<file path="src/rtl/sdiv_pkg.sv">
package sdiv_pkg;
  // Effect of one write on the stored control word
  typedef enum logic [1:0] {
    SDIV_WR_NONE  = 2'd0,
    SDIV_WR_LOAD  = 2'd1,
    SDIV_WR_HOLD  = 2'd2,
    SDIV_WR_CLEAR = 2'd3
  } sdiv_wr_e;

  localparam int unsigned SDIV_CODE_W = 7;
endpackage

</file>
<file path="src/rtl/sdiv_rst_sync.sv">
module sdiv_rst_sync (
  input  logic clk,
  input  logic rst_n,
  output logic rst_n_sync
);
  logic [1:0] stage_q;

  always_ff @(posedge clk or negedge rst_n) begin
    if (!rst_n) stage_q <= 2'b00;
    else        stage_q <= {stage_q[0], 1'b1};
  end

  assign rst_n_sync = stage_q[1];
endmodule

</file>
<file path="src/rtl/sdiv_ctrl.sv">
module sdiv_ctrl
  import sdiv_pkg::*;
#(
  parameter int unsigned CODE_W = SDIV_CODE_W
) (
  input  logic              clk,
  input  logic              rst_n,
  input  logic              wr_en,
  input  logic [CODE_W:0]   wr_data,
  output logic              en_q,
  output logic [CODE_W-1:0] code_q
);
  sdiv_wr_e          action;
  logic              en_d;
  logic [CODE_W-1:0] code_d;
  logic              word_ce;

  // Classify the write under the lock rule
  always_comb begin
    action = SDIV_WR_NONE;
    if (wr_en) begin
      if (!wr_data[CODE_W]) action = SDIV_WR_CLEAR;
      else if (en_q)        action = SDIV_WR_HOLD;
      else                  action = SDIV_WR_LOAD;
    end
  end

  always_comb begin
    en_d    = en_q;
    code_d  = code_q;
    word_ce = 1'b0;
    unique case (action)
      SDIV_WR_LOAD: begin
        en_d    = 1'b1;
        code_d  = wr_data[CODE_W-1:0];
        word_ce = 1'b1;
      end
      SDIV_WR_CLEAR: begin
        en_d    = 1'b0;
        word_ce = 1'b1;
      end
      default: ;
    endcase
  end

  always_ff @(posedge clk or negedge rst_n) begin
    if (!rst_n) begin
      en_q   <= 1'b0;
      code_q <= '0;
    end else if (word_ce) begin
      en_q   <= en_d;
      code_q <= code_d;
    end
  end
endmodule

</file>
<file path="src/rtl/sdiv_counter.sv">
module sdiv_counter #(
  parameter int unsigned CODE_W = 7
) (
  input  logic              clk,
  input  logic              rst_n,
  input  logic              en_q,
  input  logic [CODE_W-1:0] code_q,
  output logic              tick
);
  localparam int unsigned CNT_W = CODE_W + 1;
  localparam logic [CNT_W-1:0] TOP_VAL = CNT_W'(2 ** CODE_W);

  logic [CNT_W-1:0] cnt_q;
  logic [CNT_W-1:0] cnt_d;
  logic [CNT_W-1:0] reload;

  assign reload = TOP_VAL - {1'b0, code_q};
  assign tick   = (cnt_q == '0);

  // Settings are sampled only at a tick boundary
  always_comb begin
    if (tick) cnt_d = en_q ? reload : '0;
    else      cnt_d = cnt_q - 1'b1;
  end

  always_ff @(posedge clk or negedge rst_n) begin
    if (!rst_n) cnt_q <= '0;
    else        cnt_q <= cnt_d;
  end
endmodule

</file>
<file path="src/rtl/sysclk_divider.sv">
module sysclk_divider
  import sdiv_pkg::*;
#(
  parameter int unsigned CODE_W = SDIV_CODE_W
) (
  input  logic            clk,
  input  logic            rst_n,
  input  logic            wr_en,
  input  logic [CODE_W:0] wr_data,
  output logic [CODE_W:0] rd_data,
  output logic            tick
);
  logic              rst_n_sync;
  logic              en_q;
  logic [CODE_W-1:0] code_q;

  sdiv_rst_sync u_rst (
    .clk        (clk),
    .rst_n      (rst_n),
    .rst_n_sync (rst_n_sync)
  );

  sdiv_ctrl #(.CODE_W(CODE_W)) u_ctrl (
    .clk     (clk),
    .rst_n   (rst_n_sync),
    .wr_en   (wr_en),
    .wr_data (wr_data),
    .en_q    (en_q),
    .code_q  (code_q)
  );

  sdiv_counter #(.CODE_W(CODE_W)) u_cnt (
    .clk    (clk),
    .rst_n  (rst_n_sync),
    .en_q   (en_q),
    .code_q (code_q),
    .tick   (tick)
  );

  assign rd_data = {en_q, code_q};
endmodule

</file>
<file path="config.mk">
export PLATFORM = sky130hd
export DESIGN_NAME = sysclk_divider
export DESIGN_NICKNAME = d
export VERILOG_FILES = /design/src/rtl/sdiv_pkg.sv /design/src/rtl/sdiv_rst_sync.sv /design/src/rtl/sdiv_ctrl.sv /design/src/rtl/sdiv_counter.sv /design/src/rtl/sysclk_divider.sv
export SDC_FILE = /design/constraint.sdc
export NUM_CORES = 1
export LEC_CHECK = 0
export CAP_MARGIN = 5
export CORE_UTILIZATION = 64
export CTS_BUF_LIST = sky130_fd_sc_hd__clkbuf_8
export CTS_CLUSTER_DIAMETER = 150
export DETAILED_ROUTE_END_ITERATION = 16
export DONT_BUFFER_PORTS = 1
export PLACE_DENSITY = 0.77
export SKIP_CTS_REPAIR_TIMING = 1
export SLEW_MARGIN = 10
export SYNTH_ARGS = -nofsm -noshare
export SYNTH_HDL_FRONTEND = slang
export SYNTH_SLANG_ARGS = --single-unit
</file>
<file path="constraint.sdc">
create_clock -name clk -period 1.8 [get_ports clk]
set_input_delay 0.36 -clock clk [delete_from_list [all_inputs] [get_ports clk]]
set_output_delay 0.36 -clock clk [all_outputs]
set_load 0.03 [all_outputs]
</file>
# Word-level counts from Yosys, hierarchy flattened
# Cells that the tools add are included.
# op_classes
n_reduce_logical,5
n_addsub,2
mux,7
n_eq_ne,2
# ops
cell,count
two-way mux 8 bit,2
zero test 8 bit,1
subtractor 8 x 1 -> 8 bit (second input constant),1
subtractor 8 x 7 -> 8 bit (first input constant),1
two-way mux 2 bit,3
AND reduction 2 bit,2
equality test 2 x 1 -> 1 bit (second input constant),1
equality test 2 bit (second input constant),1
one-hot mux 1 bit (2 select lines),1
nonzero test 2 bit,1
OR reduction 2 bit,1
two-way mux 1 bit,1
# word_totals
out_inout_bits,9
reg_bits,18

# Depth between registers and ports, before layout
# Gate-level depths: netlist (run 1).
# logic_depth
depth_word,7
mapped_depth,6
ltp_nobuf,6

# By module
# A second synthesis (run 1) with hierarchy kept.
# unflattened
cells_unflattened,82
area_unflattened_um2,924.6
# modules_own_cells
module,instances,seq_area_each_um2,cells_per_inst,area_each_um2
sdiv_counter,1,200.2,61,553.0
sdiv_ctrl,1,200.2,17,310.3
sdiv_rst_sync,1,50.0,3,53.8
sysclk_divider,1,0.0,1,7.5

# Least setup slack after synthesis (run 1)
# No wires, ideal clock.
# synth_timing
path_type,reg-to-reg
from,register u_ctrl.code_q[4]
to,register u_cnt.cnt_q[5]
path_stages_with_launch,5
setup_time_ns,0.127
n_path_buf,0
arrival_ns,1.460
path_slack_ns,0.212
synth_period_minus_slack_ns,1.588
required_time_ns,1.673
cell_sequence,dfrtp_1 or3_1 or4_1 nand4_1 o21ai_0
# synth_between
elab_chain_len,3
# synth_lines
element,line,source
start: declaration,sdiv_ctrl.sv:11,output logic [CODE_W-1:0] code_q
start signal: assignment,sdiv_ctrl.sv:52,code_q <= code_d;
subtractor 8 x 7 -> 8 bit,sdiv_counter.sv:17,"assign reload = TOP_VAL - {1'b0, code_q};"
two-way mux 8 bit (2 in a row),sdiv_counter.sv:22,if (tick) cnt_d = en_q ? reload : '0;
via u_cnt.cnt_d[5],sdiv_counter.sv:14,logic [CNT_W-1:0] cnt_d;
end signal: assignment,sdiv_counter.sv:28,else cnt_q <= cnt_d;
end: declaration,sdiv_counter.sv:13,logic [CNT_W-1:0] cnt_q;
# The timed path passes the listed nets, and every way through them passes these cells.
# A chain may end at the register's enable or synchronous reset.

# Final worst setup path (run 1)
# layout_timing
from,register u_cnt.cnt_q[4]
to,output tick
# layout_between
elab_chain_len,1
# layout_lines
element,line,source
zero test 8 bit,sdiv_counter.sv:18,assign tick = (cnt_q == '0);
end: declaration,sysclk_divider.sv:11,output logic tick
# No other way between the ends.

==> impl_metrics.tcl, run 1 <==
set metrics [dict create \
    n_fill_cell 84 \
    portBuffers 0 \
    insertedDiodeCount 0 \
    crit_path_max_fanout 6 \
    grt_pass1_wl_mm 2.36 \
    die_span_in_x_um 39.7 \
    yosys_register_bits 18 \
    worstPathCellList "nor4_4 > and4b_4" \
    layout.cells.most_common "dfrtp_1" \
    synth-warning-count 0 \
    crit-reg2reg-launch "u_cnt.cnt_q[0]" \
    fin_hold_ws_ns 0.252 \
    timing.critical_path.buf_inv 0 \
    slew_viol_final 0 \
    worstSetupPathType "flop to output pin" \
    finalWorstSetupSlack_ns 0.0525 \
    clock_pin_slew_on_the_worst_setup_and_hold_paths_ns 0.06 \
    critical_path_cell_count 2 \
    outcome "complete, no violations" \
    cpMaxStageDelayCell "dfrtp_2" \
    antenna_violations_before_repair 0 \
    reg2reg_setup_slack_ns 0.14 \
    min-delay-path-class "flop to asynchronous set/reset pin" \
    power.density_mw_per_mm2 974 \
    cp-end-kind "output pin" \
    area_delta_synth_final_pct 13.1 \
    syn_avg_cell_area_um2 11.1 \
    total_number_of_vias 655 \
    critical-path-top-delay-family "simple AND/OR/NAND/NOR gates" \
    preCtsSetupSlack_ns 0.125 \
    clk_latency_ns 0.24 \
    clk_root_buffer_cell "clkbuf_8" \
    timing.reg2reg.worst_path_depth 6 \
    period_share_pct 97.1 \
    global_route.overflow_total 0 \
    syn-instance-count 82 \
    initial_utilization_pct 69.0 \
    arrival_ns 1.39 \
    required_ns 1.44 \
    synth_sequential_area_ratio_pct 49.5 \
    clock_path_buffers 2 \
    timing.max_slew.rel_slack_pct 59.5 \
    hold_viol 0 \
    synthesis.nets 96 \
    cts.sink_count 18 \
    clock_skew_after_layout_ns 0.00166 \
    max_cap_viol_count 0 \
    vdd_ir_drop_max_mv 0.669 \
    io_pins 20 \
    syn_area_um2 910 \
    nets 108 \
    cts-htree-levels 1 \
    fp.dieH_um 39.7 \
    via_count_of_the_first_global_routing_pass 588 \
    routed_wl_mm 1.58 \
    area_of_the_core_mm2 0.00132 \
    drc_errors 0 \
    critical_path_destination "tick" \
    pin_count_of_the_biggest_net_entering_global_routing 17 \
    wl_per_cell_um 14.7 \
    area_enclosed_by_the_die_boundary_mm2 0.00158 \
    vias_per_cell 6.12 \
    critical_path.reg2reg.endpoint "u_cnt.cnt_q[6]" \
    slowest_stage_delay_on_critical_path_ns 0.44 \
    start_kind "flop" \
    yosysUniqueCellTypes 28 \
    fmax_ghz 0.572 \
    rows 13 \
    detail_route.first_pass.iterations 4 \
    total_leakage_power_nw 0.432 \
    critPathLaunch "u_cnt.cnt_q[4]" \
    drtAntennaViolNets 0 \
    setup_viol 0 \
    place.gp.congestion 0.732 \
    slew_at_the_pin_closest_to_its_max_slew_limit_ns 0.608 \
    dr.first_iter.drc_count 10 \
    post_route_cells_drive_above_1_share_pct 23.9 \
    tritoncts.num_buffers 3 \
    tritoncts "yes" \
    grtUsageTotal_pct 23.5 \
    timing.final.crit_period_ns 1.75 \
    dp_hpwl_mm 1.16 \
    mostFrequentLayoutCells "17 x dfrtp_1, 8 x mux2_2, 7 x buf_4" \
]
-- flip-flops by register name, summed over array words and instances (netlist names) --
name           flops
u_ctrl.en_q        1
u_ctrl.code_q      7
u_rst.stage_q      2
u_cnt.cnt_q        8
-- final cells by class --
| class | count | area (um^2) | area share, % |
|---|---|---|---|
| clock buffers | 3 | 41.3 | 4.01 |
| well taps | 15 | 18.8 | 1.82 |
| repair buffers | 8 | 62.6 | 6.08 |
| flip-flops and latches | 18 | 452 | 43.9 |
| multi-input cells | 58 | 435 | 42.3 |
| inverters | 5 | 18.8 | 1.82 |
-- metrics by stage --
stage	power, W	TNS (ns)	cells	cell area [um^2]	util (%)
6_report	0.00100	0	107	1030	78.1
2_1_floorplan	0.000676	0	82	910	-
3_5_place_dp	0.000746	0	101	955	72.5
5_1_grt	0.00105	-0.00220	107	1030	78.1
3_3_place_gp	0.000740	0	101	955	72.5
4_1_cts	0.00101	-0.111	104	996	75.6
-- metal layers --
| layer | vias to the layer above | global-route usage (%) | wire [um] |
|---|---|---|---|
| li1 | 318 | - | - |
| met1 | 309 | 27.5 | 579 |
| met2 | 26 | 38.9 | 878 |
| met3 | 2 | 6.82 | 106 |
| met4 | 0 | 11.2 | 14 |
| met5 | - | 0 | 0 |
-- power by group --
| part | internal [W] | switching, W | leakage [nW] |
|---|---|---|---|
| sequential | 0.000443 | 0.0000612 | 0.197 |
| clock | 0.000148 | 0.000115 | 0.0216 |
| combinational | 0.000102 | 0.000133 | 0.214 |
| total | 0.000693 | 0.000309 | 0.432 |
-- synth_stat cells, drive strengths merged --
| cell type | count | share of area (%) |
|---|---|---|
| o31ai | 1 | 0.83 |
| buf | 2 | 2.1 |
| a22oi | 1 | 0.83 |
| nand4 | 1 | 0.69 |
| xor2 | 2 | 1.9 |
| nor2 | 3 | 1.2 |
| a21oi | 2 | 1.1 |
| or4 | 2 | 1.7 |
| or3 | 1 | 0.69 |
| nand2b | 1 | 0.69 |
| xnor2 | 6 | 5.8 |
| inv | 5 | 2.1 |
| and4b | 1 | 1.2 |
| o22ai | 2 | 1.4 |
| mux2 | 8 | 9.9 |
| ha | 3 | 4.1 |
| nor3 | 3 | 1.7 |
| a31oi | 1 | 0.69 |
| o21ai | 6 | 3.3 |
| nor4 | 3 | 3.7 |
| dfrtp | 18 | 50 |
| conb | 1 | 0.41 |
| nand2 | 5 | 2.1 |
| nand3b | 1 | 0.83 |
| nand3 | 3 | 1.7 |
-- worst min path at each step --
stage                           from  cells after the start          endpoint
floorplan                      rst_n                      0  u_rst.stage_q[0]
global placement               rst_n                      0  u_rst.stage_q[0]
detailed placement             rst_n                      0  u_rst.stage_q[0]
CTS                            rst_n                      0  u_rst.stage_q[1]
global route              wr_data[6]                      1  u_ctrl.code_q[6]
finish              u_rst.stage_q[1]                      0  u_ctrl.code_q[1]
-- kinds of logic after synthesis --
logic type / after synthesis / share of synthesized area [%]
buffers and inverters: 7 / 4.13
adder cells (fa/ha/maj): 3 / 4.13
AND/OR/NAND/NOR: 24 / 16.1
other: 1 / 0.412
XOR/XNOR: 8 / 7.70
flip-flops: 18 / 49.5
AO/OA/AOI/OAI: 13 / 8.12
multiplexers: 8 / 9.90
Note: power is estimated with default switching activity, not from simulation.
==> run 2: changes to the inputs <==
- CORE_ASPECT_RATIO: unset -> 0.8
- CORE_UTILIZATION: 64 -> 44
- PLACE_DENSITY: 0.77 -> 0.56
==> run 2 against run 1 <==
Compared with the run above:
- power up 5.5%
- first-iteration DRC count rose by 40%
- highest routed layer unchanged
- routed wire length rose by 1.6%
- sequential share of layout area down 1.6 points
- global-route usage down 7.4 points
- flip-flop and latch count is the same
- via count shrank 0.31%
- register-to-register slack better by 0.04 ns
- combinational power hardly changed
- die area increased by 43%
- largest power group unchanged
- critical path depth stayed put
- hold slack improved by 0.0055 ns
==> impl_metrics.tcl, run 2 (synthesized netlist as in run 1, its figures left out) <==
set metrics [dict create \
    largest_reg_flops 8 \
    setup_viol 0 \
    slew_viol_final 0 \
    clk_root_buffer_cell "clkbuf_8" \
    total_number_of_vias 653 \
    initial_utilization_pct 47.6 \
    global_route.overflow_total 0 \
    min-delay-path-class "flop to asynchronous set/reset pin" \
    grtUsageTotal_pct 16.1 \
    placed_cells 110 \
    fp.dieH_um 42.7 \
    area_enclosed_by_the_die_boundary_mm2 0.00225 \
    mostFrequentLayoutCells "17 x dfrtp_1, 9 x buf_4, 8 x mux2_2" \
    tritoncts.num_buffers 3 \
    hold_viol 0 \
    clock_pin_slew_on_the_worst_setup_and_hold_paths_ns 0.06 \
    start_kind "flop" \
    place.gp.congestion 0.774 \
    fmax_ghz 0.566 \
    drc_errors 0 \
    area_of_the_core_mm2 0.00191 \
    antenna_violations_before_repair 0 \
    timing.final.crit_period_ns 1.77 \
    arrival_ns 1.41 \
    dr.first_iter.drc_count 14 \
    portBuffers 0 \
    post_route_cells_drive_above_1_share_pct 26.3 \
    vdd_ir_drop_max_mv 0.574 \
    clk_latency_ns 0.25 \
    layout.cells.most_common "dfrtp_1" \
    cts.sink_count 18 \
    critical-path-top-delay-family "simple AND/OR/NAND/NOR gates" \
    slew_at_the_pin_closest_to_its_max_slew_limit_ns 0.619 \
    die_span_in_x_um 52.8 \
    via_count_of_the_first_global_routing_pass 587 \
    insertedDiodeCount 0 \
    rows 14 \
    wl_per_cell_um 13.5 \
    clock_path_buffers 2 \
    top_reg_by_flops "u_cnt.cnt_q" \
    nets 110 \
    grt_pass1_wl_mm 2.59 \
    detail_route.first_pass.iterations 4 \
    vias_per_cell 5.49 \
    routed_wl_mm 1.60 \
    dp_hpwl_mm 1.15 \
    required_ns 1.44 \
    finalNonFillerCells 119 \
    fin_area_mm2 0.00107 \
    total_leakage_power_nw 0.449 \
    crit_path_max_fanout 6 \
    max_cap_viol_count 0 \
    slowest_stage_delay_on_critical_path_ns 0.41 \
    clock_skew_after_layout_ns 0.00110 \
    period_share_pct 98.2 \
    timing.critical_path.buf_inv 0 \
    timing.max_slew.rel_slack_pct 58.7 \
    io_pins 20 \
    pin_count_of_the_biggest_net_entering_global_routing 17 \
    worstSetupPathType "flop to output pin" \
    cp-end-kind "output pin" \
    regs_by_ff_count "u_cnt.cnt_q (8), u_ctrl.code_q (7), u_rst.stage_q (2)" \
    drtAntennaViolNets 0 \
    setup-tns-final_ns 0 \
    tritoncts "yes" \
    placedInstanceArea_um2 966 \
    cts-htree-levels 1 \
    cpMaxStageDelayCell "dfrtp_1" \
    area_delta_synth_final_pct 17.5 \
    worstPathCellList "nor4_4 > and4b_4" \
    power.density_mw_per_mm2 990 \
    outcome "complete, no violations" \
]
run 2: changes by cell type in the layout (fill, tap and decap cells not counted), sizes merged:
cell / delta
buf: +2
clkbuf: +1
run 2: routing by layer:
metal	up-vias	global-route usage, %	share of wire (%)
li1	321	-	-
met1	307	22.0	47
met2	23	24.6	46
met3	2	2.87	5.9
met4	0	7.89	0.94
met5	-	0	0
run 2: path summary, 6_finish.rpt:
check | to | slack (ns) | cells after the start | from
setup / recovery | tick | 0.03 | 2 | u_cnt.cnt_q[6]
hold / removal | u_ctrl.code_q[1] | 0.26 | 0 | u_rst.stage_q[1]
setup reg to reg | u_cnt.cnt_q[6] | 0.18 | 6 | u_cnt.cnt_q[0]
hold reg to reg | u_ctrl.code_q[1] | 0.26 | 0 | u_rst.stage_q[1]
max in group asynchronous | u_cnt.cnt_q[4] | 1.11 | 0 | u_rst.stage_q[1]
min in group clk | u_ctrl.code_q[1] | 0.26 | 1 | wr_data[1]
run 2: report_power, final:
part	internal (W)	total (W)	switching, W
clock	0.000194	0.000318	0.000124
sequential	0.000443	0.000506	0.0000633
combinational	0.000102	0.000233	0.000131
run 2: per-stage QoR:
| step | hold WS (ns) | power, W | utilization [%] | worst slack, ns |
|---|---|---|---|---|
| final | 0.257 | 0.00106 | 56.0 | 0.0321 |
| after global routing | 0.251 | 0.00110 | 56.0 | -0.00552 |
| after CTS | -0.203 | 0.00107 | 53.5 | -0.109 |
| after detailed placement | 0.0644 | 0.000746 | 50.6 | 0.137 |
| after global placement | 0.0644 | 0.000745 | 50.6 | 0.153 |
| after floorplan | 0.0644 | 0.000676 | - | 0.212 |
run 2: cell type report:
cell class	count	area (um^2)
Clock buffer	4	55.1
Multi-Input combinational cell	58	435
Timing Repair Buffer	10	77.6
Tap cell	24	30.0
Fill cell	172	841
Inverter	5	18.8
Sequential cell	18	452
